<file path="src/rtl/vend_pkg.sv">
`timescale 1ns/1ps
package vend_pkg;
  typedef enum logic [1:0] {
    ST_IDLE  = 2'd0,
    ST_DIME  = 2'd1,
    ST_QTR   = 2'd2,
    ST_DIME2 = 2'd3
  } vend_st_e;

  localparam int unsigned NUM_ST = 4;
endpackage

</file>
<file path="src/rtl/vend_coin_decode.sv">
`timescale 1ns/1ps
module vend_coin_decode #(
  parameter int unsigned COIN_W = 2,
  parameter logic [COIN_W-1:0] DIME_CODE = 'd1,
  parameter logic [COIN_W-1:0] QTR_CODE  = 'd2
) (
  input  logic [COIN_W-1:0] coin_i,
  output logic              dime_o,
  output logic              qtr_o
);
  // any other code, including all-ones, reads as no coin
  assign dime_o = (coin_i == DIME_CODE);
  assign qtr_o  = (coin_i == QTR_CODE);
endmodule

</file>
<file path="src/rtl/vend_state_reg.sv">
`timescale 1ns/1ps
module vend_state_reg
  import vend_pkg::*;
#(
  parameter bit ONE_HOT = 1'b0
) (
  input  logic     clk_i,
  input  logic     rst_ni,
  input  vend_st_e nxt_i,
  output vend_st_e st_o
);
  generate
    if (ONE_HOT) begin : g_onehot
      logic [NUM_ST-1:0] oh_q;

      always_ff @(posedge clk_i or negedge rst_ni) begin
        if (!rst_ni) oh_q <= NUM_ST'(1);
        else         oh_q <= NUM_ST'(1) << nxt_i;
      end

      always_comb begin
        st_o = ST_IDLE;
        for (int i = 0; i < NUM_ST; i++) begin
          if (oh_q[i]) st_o = vend_st_e'(2'(i));
        end
      end

      assert_state_legal_R8: assert property (@(posedge clk_i) disable iff (!rst_ni)
        $countones(oh_q) == 1);
    end else begin : g_binary
      vend_st_e st_q;

      always_ff @(posedge clk_i or negedge rst_ni) begin
        if (!rst_ni) st_q <= ST_IDLE;
        else         st_q <= nxt_i;
      end

      assign st_o = st_q;
    end
  endgenerate
endmodule

</file>
<file path="src/rtl/vend_next_logic.sv">
`timescale 1ns/1ps
module vend_next_logic
  import vend_pkg::*;
(
  input  logic     clk_i,
  input  logic     rst_ni,
  input  vend_st_e st_i,
  input  logic     dime_i,
  input  logic     qtr_i,
  input  logic     clear_i,
  output vend_st_e nxt_o,
  output logic     vend_o,
  output logic     chg20_o,
  output logic     chg5_o
);
  always_comb begin
    nxt_o   = st_i;
    vend_o  = 1'b0;
    chg20_o = 1'b0;
    chg5_o  = 1'b0;
    if (clear_i) begin
      nxt_o = ST_IDLE;
    end else if (dime_i || qtr_i) begin
      case (st_i)
        ST_IDLE: nxt_o = dime_i ? ST_DIME : ST_QTR;
        ST_DIME: begin
          if (dime_i) begin
            nxt_o = ST_DIME2;
          end else begin
            nxt_o  = ST_IDLE;
            vend_o = 1'b1;
            chg5_o = 1'b1;
          end
        end
        ST_QTR: begin
          nxt_o   = ST_IDLE;
          vend_o  = 1'b1;
          chg20_o = qtr_i;
          chg5_o  = dime_i;
        end
        ST_DIME2: begin
          // 30 or 45 cents paid: release, no change owed by policy
          nxt_o  = ST_IDLE;
          vend_o = 1'b1;
        end
        default: nxt_o = ST_IDLE;
      endcase
    end
  end

  assert_change_with_vend_R9: assert property (@(posedge clk_i) disable iff (!rst_ni)
    (chg20_o || chg5_o) |-> vend_o);
  assert_single_change_R9: assert property (@(posedge clk_i) disable iff (!rst_ni)
    $onehot0({chg20_o, chg5_o}));
  assert_quiet_no_coin_R2: assert property (@(posedge clk_i) disable iff (!rst_ni)
    !(dime_i || qtr_i) |-> !vend_o);
  assert_clear_quiet_R11: assert property (@(posedge clk_i) disable iff (!rst_ni)
    clear_i |-> !(vend_o || chg20_o || chg5_o));
endmodule

</file>
<file path="src/rtl/vend_change_fsm.sv">
`timescale 1ns/1ps
module vend_change_fsm
  import vend_pkg::*;
#(
  parameter int unsigned COIN_W  = 2,
  parameter bit          ONE_HOT = 1'b0
) (
  input  logic              clk_i,
  input  logic              rst_ni,
  input  logic              clear_i,
  input  logic [COIN_W-1:0] coin_i,
  output logic              vend_o,
  output logic              chg20_o,
  output logic              chg5_o
);
  localparam logic [COIN_W-1:0] DIME_CODE = COIN_W'(1);
  localparam logic [COIN_W-1:0] QTR_CODE  = COIN_W'(2);

  logic     dime, qtr;
  vend_st_e st, nxt;

  vend_coin_decode #(
    .COIN_W   (COIN_W),
    .DIME_CODE(DIME_CODE),
    .QTR_CODE (QTR_CODE)
  ) u_decode (
    .coin_i(coin_i),
    .dime_o(dime),
    .qtr_o (qtr)
  );

  vend_state_reg #(
    .ONE_HOT(ONE_HOT)
  ) u_state (
    .clk_i (clk_i),
    .rst_ni(rst_ni),
    .nxt_i (nxt),
    .st_o  (st)
  );

  vend_next_logic u_next (
    .clk_i  (clk_i),
    .rst_ni (rst_ni),
    .st_i   (st),
    .dime_i (dime),
    .qtr_i  (qtr),
    .clear_i(clear_i),
    .nxt_o  (nxt),
    .vend_o (vend_o),
    .chg20_o(chg20_o),
    .chg5_o (chg5_o)
  );

  assert_idle_after_vend_R8: assert property (@(posedge clk_i) disable iff (!rst_ni)
    vend_o |=> (st == ST_IDLE));
  assert_clear_to_idle_R11: assert property (@(posedge clk_i) disable iff (!rst_ni)
    clear_i |=> (st == ST_IDLE));
  assert_hold_state_R2: assert property (@(posedge clk_i) disable iff (!rst_ni)
    (!clear_i && !dime && !qtr) |=> $stable(st));
  assert_all_ones_no_vend_R1: assert property (@(posedge clk_i) disable iff (!rst_ni)
    (coin_i == '1) |-> !vend_o);
endmodule

</file>
<file path="config.mk">
export PLATFORM = sky130hd
export DESIGN_NAME = vend_change_fsm
export DESIGN_NICKNAME = d
export VERILOG_FILES = /design/src/rtl/vend_pkg.sv /design/src/rtl/vend_coin_decode.sv /design/src/rtl/vend_state_reg.sv /design/src/rtl/vend_next_logic.sv /design/src/rtl/vend_change_fsm.sv
export SDC_FILE = /design/constraint.sdc
export NUM_CORES = 1
export LEC_CHECK = 0
export ABC_CLOCK_PERIOD_IN_PS = 1050
export BUFFER_PORTS_ARGS = -buffer_cell sky130_fd_sc_hd__buf_2
export CELL_PAD_IN_SITES_DETAIL_PLACEMENT = 2
export CELL_PAD_IN_SITES_GLOBAL_PLACEMENT = 2
export CORE_AREA = 8 8 45 47
export DETAILED_ROUTE_END_ITERATION = 12
export DIE_AREA = 0 0 53 55
export GPL_TIMING_DRIVEN = 0
export PLACE_DENSITY = 0.48
export SLEW_MARGIN = 20
export SYNTH_ARGS = -nofsm -noshare
export SYNTH_HDL_FRONTEND = slang
export SYNTH_SLANG_ARGS = --single-unit
</file>
<file path="constraint.sdc">
create_clock -name clk_i -period 1.05 [get_ports clk_i]
set_input_delay 0.105 -clock clk_i [delete_from_list [all_inputs] [get_ports clk_i]]
set_output_delay 0.105 -clock clk_i [all_outputs]
set_load 0.02 [all_outputs]
</file>
==> flow_metrics.py, run 1 <==
metrics = {
    "timing": {
        "slew_viol_final": 0,
        "relSlewSlack_pct": 83.86,
        "fin_hold_ws_ns": 0.1096,
        "worst_slew_pin_slew_ns": 0.2395,
        "rsz0062_at_grt": "yes",
        "setup_violations": 5,
        "max_freq_ghz": 0.7336,
        "clock_skew_ns": 0.004808,
        "layout_setup_ws_ns": -0.3131,
        "finalHoldViolCount": 0,
        "post-route-period-util_pct": 129.8,
        "layout_min_cycle_time_ns": 1.363,
    },
    "floorplanning": {
        "die_area_um2": 2915,
        "boundaryPins": 8,
        "row_count": 14,
        "coreArea_um2": 1384,
        "start_util_pct": 13.56,
        "die_w_um": 53,
        "die_height_um": 55,
    },
    "grt": {
        "grt_usage_pct": 5.240,
        "grt_max_degree": 7,
        "grt_pass1_wl_um": 1083,
        "overflow": 0,
        "antenna_found_initial": 0,
        "grt_pass1_vias": 247,
    },
    "yosys": {
        "synth_nets": 27,
        "yosys_warnings": 0,
        "synth.distinct_cells": 14,
        "syn_avg_cell_area_um2": 9.384,
        "synth_edf_count": 0,
        "synthArstFlopShare_pct": 100.0,
        "yosysSeqAreaShare_pct": 26.67,
        "synth_top_cell_area_share_pct": 26.67,
        "syn_area_um2": 187.7,
        "synth_seq_cells": 2,
        "synth.largest_area_cell": "dfrtp_1",
        "synthCells": 20,
        "synth.area.top_cells": "dfrtp_1, ha_1, or3b_1",
        "synth_ff_type": "dfrtp_1",
    },
    "power_and_ir_drop": {
        "powerDensity_nw_per_um2": 1103,
        "vdd_drop_max_mv": 0.3249,
        "power_leakage_nw": 0.1556,
    },
    "detailed_routing": {
        "drc": 0,
        "wire_per_inst_um": 11.63,
        "avgViaCountPerCell": 3.980,
        "firstDrtPassIters": 1,
        "dr.first_iter.drc_count": 0,
        "drt-total-wl_um": 570,
        "antenna_left": 0,
        "via_count": 195,
    },
    "status": {
        "status": "finished with violations",
        "failed_checks": "negative setup slack",
    },
    "layout": {
        "drive_above_1_share_pct": 57.58,
        "nFillCells": 167,
        "antenna_cells": 0,
        "fin_nets": 42,
        "largest_register_ffs": 2,
        "fin_area_um2": 325.3,
        "area_delta_synth_final_pct": 73.33,
    },
    "setup_path": {
        "crit_type": "flip-flop to output port",
        "crit_required_ns": 0.94,
        "r2r_setup_slack_ns": -0.09,
        "crit_chain": "or3b_4, a21boi_4, buf_6",
        "worstPathArrival_ns": 1.26,
        "end_kind": "output port",
        "slowest_delay_ns": 0.40,
        "crit_fanout": 2,
        "slowest_stage": "dfrtp_2",
        "crit_path_start_kind": "flip-flop",
    },
    "clock_tree": {
        "clock_latency_ns": 0.23,
        "htreeDepth": 1,
        "clkSlewWorstSetupHoldPaths_ns": 0.03,
        "cts.sinks": 2,
        "clockBufferDepth": 2,
        "cts_buffers": 3,
        "clockRootBuffer": "clkbuf_4",
        "tritoncts": "yes",
    },
    "place": {
        "portBuffers": 7,
        "place_area_um2": 256.5,
        "gp_congestion": 0.7105,
    },
    "flow_run": {
        "maxCapViolCount": 0,
    },
    "min_path": {
        "hold_class": "input port to flip-flop",
    },
}
final timing paths:
path                                                   from                           to  cells after the start
worst max-delay path            u_state.st_o[1]$_DFFE_PN0P_                       chg5_o                      3
worst min-delay path                                clear_i  u_state.st_o[0]$_DFFE_PN0P_                      2
worst max register to register  u_state.st_o[1]$_DFFE_PN0P_  u_state.st_o[1]$_DFFE_PN0P_                      3
worst min register to register  u_state.st_o[1]$_DFFE_PN0P_  u_state.st_o[1]$_DFFE_PN0P_                      3
max in group asynchronous                            rst_ni  u_state.st_o[1]$_DFFE_PN0P_                      2
min in group asynchronous                            rst_ni  u_state.st_o[0]$_DFFE_PN0P_                      2
logic make-up after synthesis:
| kind of cell | share of synthesized area [%] |
|---|---|
| compound gates | 19.34 |
| simple gates | 36.66 |
| fa+ha+maj | 13.33 |
| flops | 26.67 |
| buf+inv | 4.001 |
per-layer routing:
| metal | vias up | global-route usage (%) | wire length, um |
|---|---|---|---|
| met1 | 93 | 4.545 | 224 |
| met3 | 0 | 3.209 | 26 |
| met5 | - | 0 | 0 |
| met4 | 0 | 2.586 | 0 |
| li1 | 97 | - | - |
| met2 | 5 | 9.375 | 319 |
worst max-delay path, delay by kind of cell, from the launching register on:
kind | cells | cell delay (ns)
buffers and inverters | 1 | 0.13
DFF | 1 | 0.40
and+or+nand+nor | 1 | 0.38
AOI/OAI and AO/OA | 1 | 0.13
power by group:
part           total (mW)  switching (mW)  internal, mW
Clock               0.171          0.0448         0.126
Combinational      0.0983          0.0453        0.0530
Sequential         0.0897         0.00483        0.0848
layout make-up:
cell class,instances,area [um^2],area share (%)
inverters,2,7.507,2.308
repair buffers,10,72.57,22.31
well taps,16,20.02,6.154
clock buffers,3,22.52,6.923
flip-flops and latches,2,51.30,15.77
multi-input cells,16,151.4,46.54
layout by cell type (no fill, tap or decap), drive strengths merged:
master / instances
a21boi: 1
buf: 9
nand3b: 2
clkbuf: 3
nor2b: 2
nor2: 1
o41ai: 1
dfrtp: 2
o21a: 1
inv: 2
dlygate4sd3: 1
or2: 1
and4b: 1
nand2: 1
ha: 2
or3b: 2
a21oi: 1
repair_timing:
action | CTS | global route
pin swaps | 1 | 1
hold buffers | 1 | 0
resized for setup | 4 | 4
hold endpoints to repair | 2 | 0
endpoints found under the setup margin | 4 | 5
buffers inserted | 2 | 0
metrics by stage:
| stage | util (%) | power [mW] | worst slack (ns) | std cells | TNS (ns) |
|---|---|---|---|---|---|
| after floorplan | - | 0.1384 | -0.04153 | 20 | -0.04153 |
| after global placement | 18.54 | 0.1616 | -0.2175 | 43 | -0.7834 |
| after detailed placement | 18.54 | 0.1649 | -0.2177 | 43 | -0.9119 |
| after CTS | 22.69 | 0.3609 | -0.3247 | 49 | -1.006 |
| after global routing | 23.51 | 0.3980 | -0.3565 | 49 | -1.205 |
| final | 23.51 | 0.3588 | -0.3131 | 49 | -0.9198 |
Note: power is estimated with default switching activity, not from simulation.
==> run 2: changes to the inputs <==
- CTS_BUF_LIST: default -> sky130_fd_sc_hd__clkbuf_4
- SETUP_SLACK_MARGIN: default -> 0.3
==> run 2 against run 1 <==
The flow still finishes with violations (negative setup slack). Via count grew 5.6%. Die area is the same. Clock skew down 0.0019 ns. Critical path type unchanged. Fmax shrank 0.22%. Non-clock buffer count up 2. Largest power group unchanged. Setup slack got worse by 0.0031 ns. Clock power hardly changed. Critical path depth did not move. Utilization is 3.3 points higher. Combinational power grew 16%.
==> flow_metrics.py, run 2 (synthesized netlist as in run 1, its figures left out) <==
metrics = {
    "clock_tree": {
        "clockRootBuffer": "clkbuf_4",
        "cts_buffers": 3,
        "clockBufferDepth": 2,
        "tritoncts": "yes",
        "clock_latency_ns": 0.22,
        "htreeDepth": 1,
        "clkSlewWorstSetupHoldPaths_ns": 0.03,
        "cts.sinks": 2,
    },
    "layout": {
        "final_cell_mix": "buf_2, buf_4, clkbuf_4, buf_6, nand3b_1",
        "fin_nets": 44,
        "drive_above_1_share_pct": 74.29,
        "regArea_um2": 51.30,
        "nFillCells": 160,
        "fin_cells": 51,
        "multi_input_area_um2": 172.7,
        "antenna_cells": 0,
        "largest_register_ffs": 2,
        "area_delta_synth_final_pct": 97.33,
    },
    "grt": {
        "top_usage_layer": "met2",
        "gr-usage-met1_pct": 4.103,
        "grt_max_degree": 7,
        "antenna_found_initial": 0,
        "grt_pass1_wl_um": 903,
        "overflow": 0,
        "grt_pass1_vias": 222,
        "grt_usage_pct": 4.481,
        "met3_usage_pct": 1.070,
        "grt_use_met2_pct": 7.617,
    },
    "setup_path": {
        "crit_type": "flip-flop to output port",
        "cp_top_family": "flip-flops",
        "crit_path_start_kind": "flip-flop",
        "slowest_stage": "dfrtp_2",
        "end_kind": "output port",
        "worst-path-buf-inv": 1,
        "r2r_setup_slack_ns": -0.10,
        "crit_fanout": 2,
        "crit_chain": "or3b_4, a21boi_4, buf_6",
        "worstPathArrival_ns": 1.26,
        "slowest_delay_ns": 0.39,
        "cp.depth": 3,
        "crit_required_ns": 0.94,
        "rr_endpoint": "u_state.st_o[1]$_DFFE_PN0P_",
        "worstRegToRegCells": 3,
        "r2r-start": "u_state.st_o[1]$_DFFE_PN0P_",
    },
    "status": {
        "status": "finished with violations",
        "failed_checks": "negative setup slack",
    },
    "detailed_routing": {
        "wire_per_inst_um": 12.47,
        "drc": 0,
        "via_count": 206,
        "firstDrtPassIters": 3,
        "drt-total-wl_um": 636,
        "antenna_left": 0,
        "avgViaCountPerCell": 4.039,
        "dr.first_iter.drc_count": 1,
    },
    "timing": {
        "post-route-period-util_pct": 130.1,
        "rsz0062_at_grt": "yes",
        "relSlewSlack_pct": 83.74,
        "fin_hold_ws_ns": 0.1184,
        "max_freq_ghz": 0.7320,
        "clock_skew_ns": 0.002865,
        "layout_min_cycle_time_ns": 1.366,
        "layout_setup_ws_ns": -0.3162,
        "slew_viol_final": 0,
        "finalHoldViolCount": 0,
        "worst_slew_pin_slew_ns": 0.2412,
        "setup_violations": 5,
    },
    "floorplanning": {
        "boundaryPins": 8,
        "row_count": 14,
        "coreArea_um2": 1384,
        "die_height_um": 55,
        "die_area_um2": 2915,
        "die_w_um": 53,
        "start_util_pct": 13.56,
    },
    "power_and_ir_drop": {
        "powerDensity_nw_per_um2": 1007,
        "power_leakage_nw": 0.1670,
        "vdd_drop_max_mv": 0.3853,
    },
    "min_path": {
        "hold_class": "input port to flip-flop",
        "min-delay-start": "clear_i",
        "hold_path_depth": 2,
        "hold-path-endpoint": "u_state.st_o[0]$_DFFE_PN0P_",
    },
    "place": {
        "gp_congestion": 0.6317,
        "dp_hpwl_um": 418.9,
        "portBuffers": 7,
        "dp.cells": 43,
    },
    "flow_run": {
        "maxCapViolCount": 0,
    },
}
==> run 2: routing by layer <==
layer	routed length [um]	vias to the layer above
met3	41	0
met2	371	5
li1	-	103
met4	0	0
met1	224	98
met5	0	-
==> run 2: cell type report <==
class	instances	share of cell area [%]
repair buffers	12	25.34
flip-flops and latches	2	13.85
well taps	16	5.405
inverters	2	2.703
clock buffers	3	6.081
multi-input cells	16	46.62
==> run 2: report_power, final <==
| group | internal (mW) | total [mW] | switching [mW] |
|---|---|---|---|
| clock network | 0.126 | 0.170 | 0.0438 |
| registers | 0.0848 | 0.0893 | 0.00447 |
| logic | 0.0610 | 0.114 | 0.0529 |
==> run 2: through the flow <==
step | area [um^2] | setup TNS (ns) | setup WS (ns) | util, % | power [mW]
floorplan | 226.5 | -0.04040 | -0.04040 | - | 0.1490
global placement | 281.5 | -0.4203 | -0.2551 | 20.34 | 0.1762
detailed placement | 281.5 | -0.4652 | -0.2689 | 20.34 | 0.1782
CTS | 350.3 | -0.9124 | -0.3290 | 25.32 | 0.3806
global route | 370.4 | -1.160 | -0.3524 | 26.76 | 0.3979
finish | 370.4 | -0.9623 | -0.3162 | 26.76 | 0.3731
==> run 2: worst max-delay path by stage <==
| stage | startpoint | endpoint | slack (ns) |
|---|---|---|---|
| 6_report | u_state.st_o[1]$_DFFE_PN0P_ | chg5_o | -0.32 |
| 5_1_grt | u_state.st_o[0]$_DFFE_PN0P_ | chg5_o | -0.35 |
| 4_1_cts | u_state.st_o[1]$_DFFE_PN0P_ | chg5_o | -0.33 |
| 3_5_place_dp | coin_i[1] | chg5_o | -0.27 |
| 3_3_place_gp | coin_i[1] | chg5_o | -0.26 |
| 2_1_floorplan | u_state.st_o[1]$_DFFE_PN0P_ | chg5_o | -0.04 |
==> run 2: repair_timing <==
action,in CTS,in global routing
endpoints found under the setup margin,5,5
cloned,0,0
setup buffers,3,1
gates resized for setup,5,4
hold buffers,1,0
pin swaps,0,2
hold endpoints to repair,2,0
==> run 3: changes to the inputs <==
- ABC_CLOCK_PERIOD_IN_PS: 1050 -> 1800
- GPL_TIMING_DRIVEN: 0 -> 1
- clock period: 1.05 -> 1.8 ns (I/O delays scaled with it)
==> run 3 against run 2 <==
The flow now finishes without violations. Die area did not move. Sequential power shrank 42%. Cell area is 19% lower. Global-route usage grew 0.65 points. Total power decreased by 47%. Largest power group unchanged.
==> flow_metrics.py, run 3 (synthesized netlist as in run 1, its figures left out) <==
metrics = {
    "timing": {
        "max_freq_ghz": 0.6906,
        "rsz0062_at_grt": "no",
        "worst_slew_pin_slew_ns": 0.2463,
        "slew_viol_final": 0,
        "finalHoldViolCount": 0,
        "setup_violations": 0,
        "layout_min_cycle_time_ns": 1.448,
        "setup_tns_ns": 0,
        "fin_hold_ws_ns": 0.1795,
        "post-route-period-util_pct": 80.45,
        "relSlewSlack_pct": 83.40,
        "clock_skew_ns": 0.003235,
    },
    "layout": {
        "area_delta_synth_final_pct": 60.67,
        "nFillCells": 169,
        "regArea_um2": 51.30,
        "antenna_cells": 0,
        "final_util_pct": 21.79,
        "layout_commonest_cell": "buf_2",
        "fin_area_um2": 301.5,
        "fin_nets": 43,
        "multi_input_area_um2": 130.1,
        "final_cell_mix": "buf_2, buf_4, clkbuf_4",
        "drive_above_1_share_pct": 47.06,
        "largest_register_ffs": 2,
    },
    "power_and_ir_drop": {
        "power_mw": 0.1977,
        "vdd_drop_max_mv": 0.1736,
        "internal_power_mw": 0.1479,
        "powerDensity_nw_per_um2": 655.8,
        "p_seq_share_pct": 26.4,
        "switching_share_pct": 25.20,
        "p_switching_mw": 0.04983,
        "power_frac_comb_pct": 25.2,
        "clkPwrFrac_pct": 48.4,
        "power_leakage_nw": 0.1546,
    },
    "setup_path": {
        "crit_chain": "or3b_1, a21boi_1, buf_4",
        "cp.depth": 3,
        "worst-path-buf-inv": 1,
        "cp_top_family": "flip-flops",
        "worstPathArrival_ns": 1.27,
        "crit_path_start_kind": "flip-flop",
        "crit_required_ns": 1.62,
        "crit_type": "flip-flop to output port",
        "end_kind": "output port",
        "slowest_stage": "dfrtp_2",
        "slowest_delay_ns": 0.40,
        "crit_fanout": 2,
        "worstRegToRegCells": 3,
        "r2r_setup_slack_ns": 0.63,
    },
    "min_path": {
        "hold_class": "input port to flip-flop",
        "hold_path_depth": 2,
    },
    "status": {
        "status": "completed",
    },
    "flow_run": {
        "maxCapViolCount": 0,
    },
    "floorplanning": {
        "die_area_um2": 2915,
        "boundaryPins": 8,
        "row_count": 14,
        "die_height_um": 55,
        "start_util_pct": 13.56,
        "coreArea_um2": 1384,
        "die_w_um": 53,
    },
    "grt": {
        "grt_max_degree": 7,
        "grt_pass1_vias": 243,
        "grt_usage_pct": 5.131,
        "overflow": 0,
        "grt_pass1_wl_um": 1076,
        "antenna_found_initial": 0,
    },
    "detailed_routing": {
        "firstDrtPassIters": 2,
        "drt-total-wl_um": 628,
        "drc": 0,
        "avgViaCountPerCell": 3.980,
        "via_count": 199,
        "wire_per_inst_um": 12.56,
        "antenna_left": 0,
        "dr.first_iter.drc_count": 1,
    },
    "clock_tree": {
        "tritoncts": "yes",
        "clkSlewWorstSetupHoldPaths_ns": 0.03,
        "htreeDepth": 1,
        "clockRootBuffer": "clkbuf_4",
        "clockBufferDepth": 2,
        "cts.sinks": 2,
        "clock_latency_ns": 0.22,
        "cts_buffers": 3,
    },
    "place": {
        "place_area_um2": 242.7,
        "dp_hpwl_um": 471.9,
        "gp_congestion": 0.6027,
        "portBuffers": 7,
    },
}
==> run 3: power by group through the flow <==
stage | Sequential (mW) | Combinational, mW | Clock (mW)
6_report | 0.0522 | 0.0499 | 0.0956
5_1_grt | 0.0528 | 0.0559 | 0.104
4_1_cts | 0.0521 | 0.0514 | 0.100
3_5_place_dp | 0.0557 | 0.0381 | 0
3_3_place_gp | 0.0552 | 0.0358 | 0
2_1_floorplan | 0.0533 | 0.0241 | 0
==> run 3: repair_timing <==
| item | 4_1_cts | 5_1_grt |
|---|---|---|
| pin swaps | 0 | 1 |
| hold buffers | 1 | 0 |
| hold endpoints to repair | 2 | 0 |
| setup endpoints to repair | 1 | 1 |
| buffers inserted | 3 | 0 |
| gates resized for setup | 2 | 0 |
==> run 3: per-stage QoR <==
| stage | setup WS, ns | cells |
|---|---|---|
| global placement | 0.4003 | 43 |
| detailed placement | 0.3673 | 43 |
| floorplan | 0.4808 | 20 |
| finish | 0.3519 | 50 |
| CTS | 0.3255 | 50 |
| global route | 0.3068 | 50 |
==> run 3: worst reg2reg max path, cell delays in order (launching register included) <==
cell     delay, ns
dfrtp_2       0.40
buf_4         0.15
or2_2         0.29
o41ai_2       0.22
==> run 3: layout make-up <==
cell class,instances,area share (%)
multi-input combinational,16,43.15
timing repair buffer,11,23.24
sequential,2,17.01
clock buffer,3,7.469
tap,16,6.639
inverter,2,2.490
==> run 3: routing by layer <==
metal | routed length, um | global-route usage [%] | share of wire (%)
met5 | 0 | 0 | 0
met4 | 0 | 3.879 | 0
met1 | 238 | 4.848 | 38
met2 | 367 | 8.984 | 58
met3 | 22 | 1.872 | 3.5
==> run 3: path summary, 6_finish.rpt <==
path	from	end
min reg2reg	u_state.st_o[1]$_DFFE_PN0P_	u_state.st_o[1]$_DFFE_PN0P_
max in group asynchronous	rst_ni	u_state.st_o[1]$_DFFE_PN0P_
min in group asynchronous	rst_ni	u_state.st_o[1]$_DFFE_PN0P_
max	u_state.st_o[1]$_DFFE_PN0P_	chg5_o
min	clear_i	u_state.st_o[0]$_DFFE_PN0P_
max reg2reg	u_state.st_o[1]$_DFFE_PN0P_	u_state.st_o[1]$_DFFE_PN0P_
